--- src/rtl/dmairq_pkg.sv ---
`timescale 1ns/1ps
// Shared constants for the DMA interrupt status unit.
// Assumes byte offsets relative to the block base; the status region starts at 0x800.
package dmairq_pkg;
    localparam int CLASS_CNT = 4;

    // Class order fixes both the register order and the packing of the flat vectors.
    typedef enum logic [1:0] {
        CL_DONE   = 2'd0,
        CL_SRCERR = 2'd1,
        CL_DSTERR = 2'd2,
        CL_CFGERR = 2'd3
    } irq_class_e;

    localparam int unsigned OFS_REPORT = 32'h800;
    localparam int unsigned OFS_RAW    = 32'h810;
    localparam int unsigned OFS_BUSY   = 32'h820;
    localparam int unsigned OFS_PRIO   = 32'h824;
    localparam int unsigned OFS_ARB    = 32'h828;
    localparam int unsigned REG_STRIDE = 4;
endpackage

--- src/rtl/dmairq_class_bank.sv ---
`timescale 1ns/1ps
// One interrupt class: a raw vector and a reported vector, one bit per channel.
// An event sets raw; an event with its qualifier also sets reported.
// A clear mask removes bits from both vectors; a set in the same cycle wins.
// Assumes events are single-cycle pulses from the channel logic.
module dmairq_class_bank #(
    parameter int NUM_CH = 8
) (
    input  logic              clk,
    input  logic              rst_n,
    input  logic [NUM_CH-1:0] set_ev,
    input  logic [NUM_CH-1:0] set_qual,
    input  logic [NUM_CH-1:0] clr_mask,
    output logic [NUM_CH-1:0] raw_q,
    output logic [NUM_CH-1:0] rep_q
);
    logic [NUM_CH-1:0] rep_set;

    // Qualified set for the reported view.
    always_comb rep_set = set_ev & set_qual;

    // Raw vector: clear first, then set, so a colliding event survives.
    always_ff @(posedge clk) begin
        if (!rst_n) raw_q <= '0;
        else        raw_q <= (raw_q & ~clr_mask) | set_ev;
    end

    // Reported vector: same ordering, set only by qualified events.
    always_ff @(posedge clk) begin
        if (!rst_n) rep_q <= '0;
        else        rep_q <= (rep_q & ~clr_mask) | rep_set;
    end
endmodule

--- src/rtl/dmairq_regs.sv ---
`timescale 1ns/1ps
// Register decode for the global status region.
// Produces per-class clear masks from writes to raw addresses, holds the
// arbitration and group-priority settings, and returns registered read data.
// Assumes NUM_CH, ARB_W and PRIO_W are no wider than DATA_W.
module dmairq_regs
    import dmairq_pkg::*;
#(
    parameter int NUM_CH = 8,
    parameter int ADDR_W = 12,
    parameter int DATA_W = 32,
    parameter int ARB_W  = 2,
    parameter int PRIO_W = 16
) (
    input  logic                        clk,
    input  logic                        rst_n,
    input  logic                        wr_en,
    input  logic                        rd_en,
    input  logic [ADDR_W-1:0]           addr,
    input  logic [DATA_W-1:0]           wdata,
    input  logic [CLASS_CNT*NUM_CH-1:0] raw_flat,
    input  logic [CLASS_CNT*NUM_CH-1:0] rep_flat,
    input  logic [NUM_CH-1:0]           busy,
    output logic [CLASS_CNT*NUM_CH-1:0] clr_flat,
    output logic [DATA_W-1:0]           rdata,
    output logic [ARB_W-1:0]            arb_mode,
    output logic [PRIO_W-1:0]           grp_prio
);
    localparam logic [ADDR_W-1:0] A_BUSY = ADDR_W'(OFS_BUSY);
    localparam logic [ADDR_W-1:0] A_PRIO = ADDR_W'(OFS_PRIO);
    localparam logic [ADDR_W-1:0] A_ARB  = ADDR_W'(OFS_ARB);

    logic [DATA_W-1:0] rd_next;
    logic              unused_wdata;

    // Address of register k in a bank of class registers.
    function automatic logic [ADDR_W-1:0] cls_addr(input int unsigned base, input int k);
        return ADDR_W'(base + REG_STRIDE * k);
    endfunction

    // Fold away write data bits above the widest field.
    assign unused_wdata = ^wdata;

    // One clear mask per class, taken from writes to its raw address.
    for (genvar k = 0; k < CLASS_CNT; k++) begin : g_clr
        assign clr_flat[k*NUM_CH +: NUM_CH] =
            (wr_en && addr == cls_addr(OFS_RAW, k)) ? wdata[NUM_CH-1:0] : '0;
    end

    // Arbitration mode register; 0 means equal priority.
    always_ff @(posedge clk) begin
        if (!rst_n)                      arb_mode <= '0;
        else if (wr_en && addr == A_ARB) arb_mode <= wdata[ARB_W-1:0];
    end

    // Group priority register.
    always_ff @(posedge clk) begin
        if (!rst_n)                       grp_prio <= '0;
        else if (wr_en && addr == A_PRIO) grp_prio <= wdata[PRIO_W-1:0];
    end

    // Read multiplexer over the mapped registers; anything else reads zero.
    always_comb begin
        rd_next = '0;
        for (int k = 0; k < CLASS_CNT; k++) begin
            if (addr == cls_addr(OFS_REPORT, k)) rd_next = DATA_W'(rep_flat[k*NUM_CH +: NUM_CH]);
            if (addr == cls_addr(OFS_RAW, k))    rd_next = DATA_W'(raw_flat[k*NUM_CH +: NUM_CH]);
        end
        if (addr == A_BUSY) rd_next = DATA_W'(busy);
        if (addr == A_PRIO) rd_next = DATA_W'(grp_prio);
        if (addr == A_ARB)  rd_next = DATA_W'(arb_mode);
    end

    // Registered read data, zero after a cycle with no read.
    always_ff @(posedge clk) begin
        if (!rst_n)     rdata <= '0;
        else if (rd_en) rdata <= rd_next;
        else            rdata <= '0;
    end
endmodule

--- src/rtl/dmairq_line.sv ---
`timescale 1ns/1ps
// Interrupt line: a registered OR of every reported bit of every class.
// Assumes the reported vectors come straight from flops, so one cycle of latency is enough.
module dmairq_line #(
    parameter int WIDTH = 32
) (
    input  logic             clk,
    input  logic             rst_n,
    input  logic [WIDTH-1:0] pend,
    output logic             irq
);
    // Flop the OR reduction; low through and after reset until something is pending.
    always_ff @(posedge clk) begin
        if (!rst_n) irq <= 1'b0;
        else        irq <= |pend;
    end
endmodule

--- src/rtl/dmairq_top.sv ---
`timescale 1ns/1ps
// DMA interrupt status unit: four event classes, each with a raw and a reported
// vector, cleared by writing ones to the raw address, and a single interrupt line.
// Assumes event inputs are single-cycle pulses and one register access per cycle.
module dmairq_top
    import dmairq_pkg::*;
#(
    parameter int NUM_CH = 8,
    parameter int ADDR_W = 12,
    parameter int DATA_W = 32,
    parameter int ARB_W  = 2,
    parameter int PRIO_W = 16
) (
    input  logic              clk,
    input  logic              rst_n,
    input  logic [NUM_CH-1:0] ev_done,
    input  logic [NUM_CH-1:0] ev_done_ie,
    input  logic [NUM_CH-1:0] ev_src_err,
    input  logic [NUM_CH-1:0] ev_dst_err,
    input  logic [NUM_CH-1:0] ev_cfg_err,
    input  logic [NUM_CH-1:0] ch_busy,
    input  logic              reg_wr_en,
    input  logic              reg_rd_en,
    input  logic [ADDR_W-1:0] reg_addr,
    input  logic [DATA_W-1:0] reg_wdata,
    output logic [DATA_W-1:0] reg_rdata,
    output logic [ARB_W-1:0]  arb_mode,
    output logic [PRIO_W-1:0] grp_prio,
    output logic              irq
);
    localparam int FLAT_W = CLASS_CNT * NUM_CH;

    logic [FLAT_W-1:0] ev_flat;
    logic [FLAT_W-1:0] qual_flat;
    logic [FLAT_W-1:0] clr_flat;
    logic [FLAT_W-1:0] raw_flat;
    logic [FLAT_W-1:0] rep_flat;

    // Pack events in class order; only completions carry a qualifier.
    assign ev_flat   = {ev_cfg_err, ev_dst_err, ev_src_err, ev_done};
    assign qual_flat = {{(FLAT_W-NUM_CH){1'b1}}, ev_done_ie};

    // One status bank per class.
    for (genvar k = 0; k < CLASS_CNT; k++) begin : g_bank
        dmairq_class_bank #(.NUM_CH(NUM_CH)) bank_i (
            .clk      (clk),
            .rst_n    (rst_n),
            .set_ev   (ev_flat[k*NUM_CH +: NUM_CH]),
            .set_qual (qual_flat[k*NUM_CH +: NUM_CH]),
            .clr_mask (clr_flat[k*NUM_CH +: NUM_CH]),
            .raw_q    (raw_flat[k*NUM_CH +: NUM_CH]),
            .rep_q    (rep_flat[k*NUM_CH +: NUM_CH])
        );
    end

    dmairq_regs #(
        .NUM_CH (NUM_CH),
        .ADDR_W (ADDR_W),
        .DATA_W (DATA_W),
        .ARB_W  (ARB_W),
        .PRIO_W (PRIO_W)
    ) regs_i (
        .clk      (clk),
        .rst_n    (rst_n),
        .wr_en    (reg_wr_en),
        .rd_en    (reg_rd_en),
        .addr     (reg_addr),
        .wdata    (reg_wdata),
        .raw_flat (raw_flat),
        .rep_flat (rep_flat),
        .busy     (ch_busy),
        .clr_flat (clr_flat),
        .rdata    (reg_rdata),
        .arb_mode (arb_mode),
        .grp_prio (grp_prio)
    );

    dmairq_line #(.WIDTH(FLAT_W)) line_i (
        .clk   (clk),
        .rst_n (rst_n),
        .pend  (rep_flat),
        .irq   (irq)
    );
endmodule

--- config.mk ---
export PLATFORM = sky130hd
export DESIGN_NAME = dmairq_top
export DESIGN_NICKNAME = d
export VERILOG_FILES = /design/src/rtl/dmairq_pkg.sv /design/src/rtl/dmairq_class_bank.sv /design/src/rtl/dmairq_regs.sv /design/src/rtl/dmairq_line.sv /design/src/rtl/dmairq_top.sv
export SDC_FILE = /design/constraint.sdc
export NUM_CORES = 1
export LEC_CHECK = 0
export ABC_AREA = 1
export ABC_CLOCK_PERIOD_IN_PS = 2500
export BUFFER_PORTS_ARGS = -buffer_cell sky130_fd_sc_hd__clkbuf_2
export CORE_UTILIZATION = 45
export DETAILED_ROUTE_END_ITERATION = 6
export PLACE_DENSITY_LB_ADDON = 0.2
export RECOVER_POWER = 25
export SETUP_SLACK_MARGIN = 0.4
export SLEW_MARGIN = 20
export SYNTH_ARGS = -nofsm -noshare
export SYNTH_HDL_FRONTEND = slang
export SYNTH_SLANG_ARGS = --single-unit
export TNS_END_PERCENT = 1
--- constraint.sdc ---
create_clock -name clk -period 2.5 [get_ports clk]
set_clock_uncertainty 0.15 [all_clocks]
set_input_delay 0.125 -clock clk [delete_from_list [all_inputs] [get_ports clk]]
set_output_delay 0.125 -clock clk [all_outputs]
set_load 0.005 [all_outputs]
==> run metrics, run 1 <==
status=completed; Synth-to-Final Area Change=30.6%; global-route wire length before repair=20000 um; DRC=0; number of diodes=0; count leader, synth=a21oi_1; vias in the first global route=4182; Worst setup SP type=input pin; Post-synth top cells=a21oi_1, dfxtp_1, inv_1; synth unique cells=32; total power=3.20 mW; Num Clock Sinks=99; DP HPWL=8920 um; worst path arrival time=1.69 ns; largest family of logic cells by synthesized area=compound AO/OA/AOI/OAI gates; Worst-path clk slew=0.09 ns; final core occ=60.8%; Rows=36; Num CTS Buffers=9; Synth Area in Compound Gates=21.9%; H-Tree Depth=3; die height=103 um; Synth Area in XOR/XNOR=0%; largest net degree at the start of global routing=38; DRT Pass-1 Iters=5; Max clock buf depth=2; maximum vdd drop=0.000265 V; TritonCTS clock tree=done; Starting Density=46.5%; CP max FO=17; P_leak=2.80 nW; Die W=103 um; Nets=876; share of layout cells above drive strength 1=19.4%; Critical Path Most Common Cell=nor2_8; fin crit period=1.59 ns; die area=0.0106 mm^2; sequential-to-total area share from yosys stat=43.4%; critical path type=in -> reg; Max Clock Freq=0.631 GHz; initial antenna violation count=0; RSZ-0062 raised after global routing=no; Final Hold Vio Count=0; Setup crit end kind=register; DR iter-0 viols=241; crit-path leading delay family=simple AND/OR/NAND/NOR gates; slew at the pin with the worst max-slew slack=0.553 ns; ys async rst share=0%; routability cong.=0.864; Setup TNS=0 ns; Required @ worst endpoint=2.61 ns; Synth Register Bits=99; WL/cell=13.9 um; # IOs=147; final slew viol count=0; CP max stage delay=0.23 ns; Rel. slew slack=62.8%; Syn Inst Count=608; grt total ovfl=0; Vias=4609; post-synth top area cell=dfxtp_1; post-synthesis mux area share=0%; crit path cell chain=clkbuf_2 -> inv_1 -> nand2_1 -> nor2_2 -> buf_4 -> nand2_2 -> nor2_8 -> inv_4 -> nor2_8 -> inv_2 -> o21ai_0 -> a21oi_1; Post-Synth Adder-Cell Area=0%; worst path bufs/invs=5; Post-Route WL=12800 um; largest cells by area after synthesis=dfxtp_1, a21oi_1, inv_1; Simple-Gate Fraction of Synth Area=21.6%; Syn Area/Cell=7.52 um^2; Clock Latency Late Sink=0.38 ns; PortBufs=114; Setup Viol. Count Final=0; synthesized area=0.00457 mm^2; top-area cell type share of the netlist area=43.4%; Core Area=0.00982 mm^2; Yosys warnings=0; Total GRT Usage=25.1%; Pwr per Cell Area=535 mW/mm^2; Final Cycle Share=63.4%; max-cap check violation count=0; Root Driver=clkbuf_8; Hold/Removal Path Class=in -> reg; slowest CP cell=buf_4; antenna viol nets, final=0; Top FF cell, synth=dfxtp_1; Vias/cell=5.02; EDFF count, synth=0
-- cell families after synthesis --
| logic type | count (synthesis) |
|---|---|
| AOI/OAI and AO/OA | 198 |
| and+or+nand+nor | 176 |
| DFF | 99 |
| other | 1 |
| buffers and inverters | 134 |
-- worst reg2reg max path: cells and delay by family, from the launching register on --
family           cells  cell delay [ns]
flip-flops           1             0.35
AND/OR/NAND/NOR      4             0.84
-- registers in the layout, summed over array words and instances, names as in the netlist --
register             cells
g_bank.bank_i.raw_q     32
g_bank.bank_i.rep_q     32
regs_i.grp_prio         16
regs_i.rdata            16
regs_i.arb_mode          2
line_i.irq               1
-- per-stage QoR --
step / cells / instance area, um^2 / setup WS, ns / hold slack (ns)
floorplan: 623 / 4630 / 1.00 / 0.109
global placement: 841 / 5170 / 0.587 / 0.211
detailed placement: 841 / 5170 / 0.541 / 0.218
CTS: 918 / 6000 / 0.944 / 0.00729
global route: 918 / 5970 / 0.766 / 0.0355
finish: 918 / 5970 / 0.914 / 0.0185
-- timing repair --
action	in CTS	in global routing
resized for setup	0	0
endpoints found under the hold margin	80	0
endpoints found under the setup margin	0	0
hold buffers	61	0
setup buffers	0	0
-- layout make-up --
cell class,count,area (um^2)
multi-input cells,390,2050
clock buffers,10,128
inverters,102,385
clock inverters,6,87.6
repair buffers,178,1170
fillers,928,3850
flip-flops and latches,99,1980
well taps,133,166
-- report_power, final --
part	switching [mW]	internal [mW]
Clock	0.570	0.566
Sequential	0.0475	1.65
Combinational	0.189	0.172
Total	0.807	2.39
-- layout by cell type, fill, tap and decap left out, drive strengths merged, types with 3 or more instances in the layout --
cell type	count
conb	16
buf	3
o21ai	87
clkbuf	124
dfxtp	99
nor4	9
inv	103
nand3	26
nand2	78
nand4	8
clkinv	3
o22ai	3
nor3	6
a21oi	106
nor2	46
dlygate4sd3	61
-- per-layer routing --
layer	part of all wire [%]	GRT usage, %	vias to the layer above
met5	0	0	-
met4	2.0	10.1	0
met3	5.2	3.53	21
met2	48	41.8	162
met1	45	32.8	2114
li1	-	-	2312
-- worst paths after layout --
| check | startpoint | end | slack, ns | cells past startpoint |
|---|---|---|---|---|
| setup reg to reg | g_bank[1].bank_i.rep_q[3]$_SDFF_PN0_ | line_i.irq$_SDFF_PN0_ | 1.04 | 4 |
| hold / removal | reg_wdata[7] | regs_i.grp_prio[7]$_SDFFE_PN0P_ | 0.02 | 3 |
| setup / recovery | reg_addr[8] | regs_i.grp_prio[14]$_SDFFE_PN0P_ | 0.91 | 12 |
| hold reg to reg | regs_i.grp_prio[15]$_SDFFE_PN0P_ | regs_i.rdata[15]$_SDFF_PP0_ | 0.31 | 2 |
No activity file was read; power rests on OpenSTA's default activity.
==> run 2, diff against run 1 <==
Settings changed: ABC_CLOCK_PERIOD_IN_PS 2500 to 1330.
Clock period 2.5 ns to 1.33 ns, I/O delays scaled along.
==> run 2 against run 1 <==
The run now ends with negative hold slack, negative setup slack left. Cell count up 4.0%. Hold slack worse by 0.12 ns. Utilization up 9.7 points. Power up 110%. Wire length up 14%. Largest power group unchanged. Combinational power up 140%. Register-to-register slack worse by 1.1 ns. Critical path type unchanged.
==> run metrics, run 2 (same netlist as run 1, synthesis figures left out) <==
status=complete, but fails checks; failing checks=negative hold slack, negative setup slack; Max Clock Freq=0.696 GHz; grt total ovfl=0 (unchanged); crit path launch=reg_addr[4]; DP HPWL=9930 um (+11%); largest net degree at the start of global routing=40 (+5.3%); Total GRT Usage=28.0% (+2.9 points); RSZ-0062 raised after global routing=yes; slew at the pin with the worst max-slew slack=0.625 ns (+0.0717 ns); Post-Place Worst Slack=-0.487 ns (-1.03 ns); WL/cell=15.3 um (+9.5%); Worst setup SP type=input pin; share of layout cells above drive strength 1=41.2% (+22 points); max-cap check violation count=0 (unchanged); sequential power share=48.9% (-4.2 points); number of diodes=0 (unchanged); Switch Pwr=1.63 mW (+100%); Vias=4962 (+7.7%); flop2flop setup slack=-0.09 ns (-1.13 ns); Die W=103 um (unchanged); Final Hold Vio Count=12 (+12); Internal=4.97 mW (+110%); # IOs=147 (unchanged); hold-fix buffer count after cts=53 (-13%); routability cong.=0.912 (+5.6%); Starting Density=46.5% (unchanged); Pwr per Cell Area=954 mW/mm^2 (+78%); Num Clock Sinks=99 (unchanged); initial antenna violation count=0 (unchanged); worst hold start=rst_n; Synth-to-Final Area Change=51.4%; H-Tree Depth=3 (unchanged); final hold slack=-0.0975 ns (-0.116 ns); Setup crit end kind=register; worst path arrival time=1.56 ns (-0.13 ns); Core Area=0.00982 mm^2 (unchanged); most frequent cells in the layout=a21oi_1, clkbuf_2, inv_1, dfxtp_1, nand2_1; total power=6.60 mW (+110%); P_leak=3.21 nW (+15%); final slew viol count=0 (unchanged); Num CTS Buffers=9 (unchanged); Hold/Removal Path Class=in -> reg; global-route wire length before repair=22500 um (+12%); Setup Viol. Count Final=5 (+5); Required @ worst endpoint=1.46 ns (-1.15 ns); fin crit period=1.44 ns; TritonCTS clock tree=done; fill cell count=792 (-15%); DR iter-0 viols=285 (+18%); die area=0.0106 mm^2 (unchanged); critical path type=in -> reg; Root Driver=clkbuf_8; die height=103 um (unchanged); Nets=913 (+4.2%); end point of the critical path=regs_i.rdata[6]$_SDFF_PP0_; Post-Route WL=14600 um (+14%); Combinational Power Share=13.2% (+1.9 points); Final Cycle Share=108%; maximum vdd drop=0.000638 V (+140%); PortBufs=114 (unchanged); Worst-path clk slew=0.10 ns (about the same); vias in the first global route=4742 (+13%); Largest regs=g_bank.bank_i.raw_q (32), g_bank.bank_i.rep_q (32); R2R depth=8 (+4); DRT Pass-1 Iters=5 (unchanged); Switching Share=24.7% (-0.58 points); Max clock buf depth=2 (unchanged); DRC=0 (unchanged); Rel. slew slack=58.3% (-4.5 points); Clock Latency Late Sink=0.38 ns (about the same); CP max FO=5 (-12); r2r startpoint=g_bank[0].bank_i.raw_q[6]$_SDFF_PN0_; Rows=36 (unchanged); clock group share of total power=37.9% (+2.3 points); Setup TNS=-0.260 ns (-0.260 ns); fin worst setup slack=-0.106 ns (-1.02 ns); FF-to-FF End=regs_i.rdata[6]$_SDFF_PP0_; Vias/cell=5.20 (+3.5%); antenna viol nets, final=0 (unchanged)
## run 2: changes by cell type in the layout (fill, tap and decap cells not counted), sizes merged
cell	previous run	this run
clkinvlp	0	1
clkbuf	124	111
buf	3	61
clkinv	3	0
bufinv	2	4
dlygate4sd3	61	53
## run 2: timing repair
action	CTS	global route
pin swaps	144	93
resized for setup	160	62
endpoints found under the hold margin	80	9
endpoints found under the setup margin	134	134
buffers inserted	1	1
cloned	0	0
## run 2: routing by layer
layer / track usage, % / routed length (um) / vias to the layer above
met4: 11.5 / 528 / 0
met5: 0 / 0 / -
met3: 5.15 / 866 / 43
met1: 35.0 / 6010 / 2297
met2: 47.7 / 7160 / 226
li1: - / - / 2396
## run 2: critical path: stages
cell and delay [ns]:
clkbuf_2 0.15, nand2_4 0.13, nor2_8 0.06, buf_4 0.14, nand3_1 0.18, o22ai_2 0.12
a21oi_2 0.13, nand3_1 0.11, nor2_2 0.15, nand4_1 0.15, nand2_1 0.14, inv_1 0.04
## run 2: power by group through the flow
| stage | clock network [mW] | registers (mW) | logic [mW] |
|---|---|---|---|
| after floorplan | 0 | 3.23 | 0.348 |
| after global placement | 0 | 3.26 | 0.593 |
| after global routing | 2.68 | 3.24 | 0.948 |
| after detailed placement | 0 | 3.26 | 0.610 |
| final | 2.50 | 3.23 | 0.869 |
| after CTS | 2.54 | 3.22 | 0.812 |
## run 2: area by class of cell
cell class,instances,area (um^2),share of cell area (%)
well taps,133,166,2.41
repair buffers,215,1570,22.6
flip-flops and latches,99,2020,29.2
inverters,102,390,5.64
clock buffers,10,128,1.84
multi-input cells,390,2510,36.3
clock inverters,6,136,1.97
## run 2: stage by stage
| step | instances | utilization [%] | instance area, um^2 |
|---|---|---|---|
| after floorplan | 623 | - | 4630 |
| after global placement | 884 | 56.2 | 5520 |
| after detailed placement | 884 | 56.2 | 5520 |
| after CTS | 954 | 68.5 | 6730 |
| after global routing | 955 | 70.5 | 6920 |
| final | 955 | 70.5 | 6920 |
## run 2: how the worst min path moves through the flow
stage | end | slack (ns) | cells past startpoint
2_1_floorplan | g_bank[0].bank_i.raw_q[0]$_SDFF_PN0_ | 0.05 | 2
3_3_place_gp | g_bank[0].bank_i.raw_q[6]$_SDFF_PN0_ | 0.15 | 3
3_5_place_dp | g_bank[0].bank_i.rep_q[7]$_SDFF_PN0_ | 0.16 | 3
4_1_cts | regs_i.grp_prio[14]$_SDFFE_PN0P_ | -0.11 | 3
5_1_grt | regs_i.grp_prio[11]$_SDFFE_PN0P_ | -0.09 | 3
6_report | regs_i.grp_prio[14]$_SDFFE_PN0P_ | -0.1 | 3
